**config.mk**
```make
export PLATFORM = sky130hd
export DESIGN_NAME = rtc_alarm_match
export DESIGN_NICKNAME = d
export VERILOG_FILES = /design/src/rtl/rtc_alarm_pkg.sv /design/src/rtl/rtc_alarm_regs.sv /design/src/rtl/rtc_alarm_cmp.sv /design/src/rtl/rtc_alarm_ctrl.sv /design/src/rtl/rtc_alarm_match.sv
export SDC_FILE = /design/constraint.sdc
export NUM_CORES = 1
export LEC_CHECK = 0
export ABC_CLOCK_PERIOD_IN_PS = 1900
export BUFFER_PORTS_ARGS = -buffer_cell sky130_fd_sc_hd__buf_2
export CAP_MARGIN = 25
export CORE_UTILIZATION = 49
export DETAILED_ROUTE_END_ITERATION = 12
export GPL_TIMING_DRIVEN = 0
export PLACE_DENSITY = 0.73
export SLEW_MARGIN = 15
export SYNTH_ARGS = -nofsm -noshare
export SYNTH_HDL_FRONTEND = slang
export SYNTH_HIERARCHICAL = 1
export SYNTH_SLANG_ARGS = --single-unit
```
**constraint.sdc**
```tcl
create_clock -name clk_i -period 1.9 [get_ports clk_i]
set_clock_uncertainty 0.1 [all_clocks]
set_input_delay 0 -clock clk_i [delete_from_list [all_inputs] [get_ports clk_i]]
set_output_delay 0 -clock clk_i [all_outputs]
set_load 0.005 [all_outputs]
```
**src/rtl/rtc_alarm_pkg.sv**
```systemverilog
package rtc_alarm_pkg;
  localparam int NUM_FIELDS = 6;
  localparam int BYTE_W     = 8;
  localparam int VAL_W      = 7;
  localparam int ADDR_W     = 3;
  localparam int EN_BIT     = 7;
  localparam int FLAG_BIT   = 0;
  localparam int AIE_BIT    = 3;
  localparam logic [ADDR_W-1:0] CTRL_ADDR = ADDR_W'(NUM_FIELDS);

  typedef logic [BYTE_W-1:0] alarm_byte_t;
  typedef logic [VAL_W-1:0]  bcd_val_t;
endpackage

```
**src/rtl/rtc_alarm_regs.sv**
```systemverilog
module rtc_alarm_regs
  import rtc_alarm_pkg::*;
(
  input  logic                       clk_i,
  input  logic                       rst_ni,
  input  logic [NUM_FIELDS-1:0]      wr_en_i,
  input  alarm_byte_t                wdata_i,
  output alarm_byte_t [NUM_FIELDS-1:0] alarm_o
);
  for (genvar g = 0; g < NUM_FIELDS; g++) begin : g_field
    always_ff @(posedge clk_i or negedge rst_ni) begin
      if (!rst_ni)         alarm_o[g] <= '0;
      else if (wr_en_i[g]) alarm_o[g] <= wdata_i;
    end
  end
endmodule

```
**src/rtl/rtc_alarm_cmp.sv**
```systemverilog
module rtc_alarm_cmp
  import rtc_alarm_pkg::*;
(
  input  alarm_byte_t [NUM_FIELDS-1:0] alarm_i,
  input  bcd_val_t    [NUM_FIELDS-1:0] time_i,
  output logic        [NUM_FIELDS-1:0] en_o,
  output logic                         match_o
);
  logic [NUM_FIELDS-1:0] hit;

  for (genvar g = 0; g < NUM_FIELDS; g++) begin : g_cmp
    assign en_o[g] = alarm_i[g][EN_BIT];
    // disabled field always counts as hit
    assign hit[g]  = !en_o[g] || (alarm_i[g][VAL_W-1:0] == time_i[g]);
  end

  assign match_o = (|en_o) && (&hit);
endmodule

```
**src/rtl/rtc_alarm_ctrl.sv**
```systemverilog
module rtc_alarm_ctrl (
  input  logic clk_i,
  input  logic rst_ni,
  input  logic tick_i,
  input  logic match_i,
  input  logic ctrl_we_i,
  input  logic flag_wbit_i,
  input  logic aie_wbit_i,
  output logic flag_o,
  output logic aie_o
);
  logic flag_d;

  always_comb begin
    flag_d = flag_o;
    if (ctrl_we_i && !flag_wbit_i) flag_d = 1'b0;
    if (tick_i && match_i)         flag_d = 1'b1;  // set beats clear
  end

  always_ff @(posedge clk_i or negedge rst_ni) begin
    if (!rst_ni) begin
      flag_o <= 1'b0;
      aie_o  <= 1'b0;
    end else begin
      flag_o <= flag_d;
      if (ctrl_we_i) aie_o <= aie_wbit_i;
    end
  end
endmodule

```
**src/rtl/rtc_alarm_match.sv**
```systemverilog
module rtc_alarm_match
  import rtc_alarm_pkg::*;
(
  input  logic              clk_i,
  input  logic              rst_ni,
  input  logic              tick_i,
  input  logic [VAL_W-1:0]  sec_i,
  input  logic [VAL_W-1:0]  min_i,
  input  logic [VAL_W-1:0]  hour_i,
  input  logic [VAL_W-1:0]  wday_i,
  input  logic [VAL_W-1:0]  mday_i,
  input  logic [VAL_W-1:0]  mon_i,
  input  logic              reg_we_i,
  input  logic [ADDR_W-1:0] reg_addr_i,
  input  logic [BYTE_W-1:0] reg_wdata_i,
  output logic [BYTE_W-1:0] reg_rdata_o,
  output logic              alarm_irq_o
);
  alarm_byte_t [NUM_FIELDS-1:0] alarm_q;
  bcd_val_t    [NUM_FIELDS-1:0] time_vec;
  logic        [NUM_FIELDS-1:0] wr_field;
  logic        [NUM_FIELDS-1:0] en_vec;
  logic                         match;
  logic                         ctrl_we;
  logic                         flag_q;
  logic                         aie_q;

  assign time_vec = {mon_i, mday_i, wday_i, hour_i, min_i, sec_i};

  for (genvar g = 0; g < NUM_FIELDS; g++) begin : g_dec
    assign wr_field[g] = reg_we_i && (reg_addr_i == ADDR_W'(g));
  end
  assign ctrl_we = reg_we_i && (reg_addr_i == CTRL_ADDR);

  rtc_alarm_regs u_regs (
    .clk_i   (clk_i),
    .rst_ni  (rst_ni),
    .wr_en_i (wr_field),
    .wdata_i (reg_wdata_i),
    .alarm_o (alarm_q)
  );

  rtc_alarm_cmp u_cmp (
    .alarm_i (alarm_q),
    .time_i  (time_vec),
    .en_o    (en_vec),
    .match_o (match)
  );

  rtc_alarm_ctrl u_ctrl (
    .clk_i       (clk_i),
    .rst_ni      (rst_ni),
    .tick_i      (tick_i),
    .match_i     (match),
    .ctrl_we_i   (ctrl_we),
    .flag_wbit_i (reg_wdata_i[FLAG_BIT]),
    .aie_wbit_i  (reg_wdata_i[AIE_BIT]),
    .flag_o      (flag_q),
    .aie_o       (aie_q)
  );

  always_comb begin
    reg_rdata_o = '0;
    for (int i = 0; i < NUM_FIELDS; i++)
      if (reg_addr_i == ADDR_W'(i)) reg_rdata_o = alarm_q[i];
    if (reg_addr_i == CTRL_ADDR) begin
      reg_rdata_o[FLAG_BIT] = flag_q;
      reg_rdata_o[AIE_BIT]  = aie_q;
    end
  end

  assign alarm_irq_o = flag_q && aie_q;
endmodule

```
==> impl_metrics.yaml <==
clock_tree:
  tritoncts: "yes"
  insertion_delay_ns: 0.30
  cts_inserted_buffers: 5
  htreeDepth: 2
  cts-root-buf: "clkbuf_8"
  clk_path_buf_depth: 2
  clk_pin_slew_ns: 0.09
  clock_sinks: 50
routing:
  highest_layer: "met4"
  wl_per_cell_um: 18.35
  dr.pass1.iters: 4
  totalWireLength_mm: 7.157
  via_per_inst: 5.472
  wl_met3_um: 277
  dr_wl_met2_mm: 3.514
  vias: 2134
  met1_length_mm: 3.286
  first_iter_violations: 97
  drc: 0
  ant_nets: 0
die:
  pin_count: 66
  die_w_um: 81.47
  core_um2: 5991
  die-area_um2: 6637
  num_rows: 28
  start_util_pct: 51.65
  fp.dieH_um: 81.47
sta:
  slew_headroom_pct: 61.99
  hold_viol: 0
  slew_violations: 0
  hold_ws_ns: 0.1109
  period_needed_ns: 1.868
  worstMarginPinSlew_ns: 0.5701
  setup_viol: 0
  fin_crit_sh_pct: 98.29
  fmax_mhz: 535.5
  rsz0062_at_grt: "yes"
global_routing:
  grt_pass1_vias: 2143
  antenna_found_initial: 0
  overflow: 0
  grt_usage_pct: 23.39
  grt_start_max_net_pins: 28
  grt_first_pass_wirelength_mm: 11.27
setup_path:
  required_ns: 2.04
  crit_path_end_kind: "flop"
  crit_arrival_ns: 2.01
  cp_max_fo: 3
  r2r_start: "u_regs/alarm_o[4]"
  startpoint_type: "flop"
  crit_type: "reg -> reg"
  cp-startpoint: "u_regs/alarm_o[4]"
min_path:
  min_path_type: "in -> reg"
  hold_start: "reg_we_i"
synth:
  syn_area_per_cell_um2: 13.39
  synthesis.area_um2: 3094
  yosysWarnings: 6
  netlist_instances: 231
  synthesis.nets: 288
place:
  numPortBuffers: 64
  gp_congestion: 0.8095
  placed_area_um2: 3528
  place_inst: 371
  hpwl_mm: 5.425
power_and_ir_drop:
  pwr-share-clk_pct: 22.7
  p_seq_share_pct: 46.3
  combPwrFrac_pct: 30.9
  p_sw_mw: 0.9971
  p_int_mw: 2.386
  ir_worst_vdd_mv: 0.4595
  p_per_area_nw_per_um2: 896.0
  leakagePower_nw: 1.754
  sw_frac_of_total_pct: 29.47
finish:
  final_area_um2: 3776
  final_cell_mix: "65 x buf_2, 50 x dfrtp_1, 49 x mux2_4"
  finish.net_count: 372
  drive_gt1_share_pct: 43.81
  final_common_cell: "buf_2"
  seqCellArea_um2: 1251
  multiInputGateArea_um2: 1734
  antenna_cells: 0
  fillCellCount: 484
  fin_cells: 390
  area_growth_pct: 22.04
run_status:
  outcome: "completed"
job:
  cap_violations: 0
metrics by stage:
stage	setup TNS [ns]	power [mW]	worst slack, ns	util, %
after floorplan	0	2.247	0.2759	-
after global placement	-0.00002987	2.546	-0.00002987	58.56
after detailed placement	-0.02615	2.588	-0.02615	58.90
after CTS	0	3.375	0.01424	62.68
after global routing	-0.03454	3.552	-0.03454	63.03
final	0	3.384	0.03244	63.03
power groups by stage:
stage / Sequential [mW] / Combinational [mW] / Clock (mW)
after floorplan: 1.50 / 0.744 / 0
after global placement: 1.58 / 0.967 / 0
after detailed placement: 1.59 / 1.00 / 0
after CTS: 1.57 / 1.03 / 0.773
after global routing: 1.61 / 1.13 / 0.811
final: 1.57 / 1.05 / 0.770
final cells by class:
cell class                 count  share of cell area (%)
sequential                    50                   33.13
clock inverter                 1                  0.7952
tap                           75                   2.485
multi-input combinational    168                   45.92
clock buffer                   6                   2.187
timing repair buffer          77                   12.06
buffer                        13                   3.413
flip-flops by register name (all words and copies together) (netlist names):
register / count
u_ctrl/flag_o: 1
u_ctrl/aie_o: 1
u_regs/alarm_o: 48
routing by layer:
metal | vias up | global-route usage [%]
met4 | 0 | 5.536
met1 | 1059 | 31.74
li1 | 1007 | -
met5 | - | 0
met2 | 60 | 39.25
met3 | 8 | 3.444
path summary, 6_finish.rpt:
| check | endpoint | slack (ns) | cells past startpoint |
|---|---|---|---|
| min | u_ctrl/aie_o | 0.11 | 4 |
| max in group asynchronous | u_regs/alarm_o[42] | 1.04 | 3 |
| max | u_ctrl/flag_o | 0.03 | 6 |
| min in group asynchronous | u_regs/alarm_o[16] | 0.12 | 2 |
| max reg2reg | u_ctrl/flag_o | 0.03 | 6 |
| min reg2reg | u_ctrl/aie_o | 0.45 | 1 |
critical path, cell delays in order, from the launching register on:
cell	delay (ns)
dfrtp_1	0.42
xor2_1	0.15
nor4_1	0.29
nand4_1	0.19
a221oi_2	0.26
and4_1	0.26
a22o_1	0.14
what timing repair did:
action,4_1_cts,5_1_grt
hold endpoints to repair,73,0
pin swaps,2,3
setup buffers,1,1
hold buffers,10,0
setup endpoints to repair,1,1
resized for setup,1,2
Note: power is estimated with default switching activity, not from simulation.
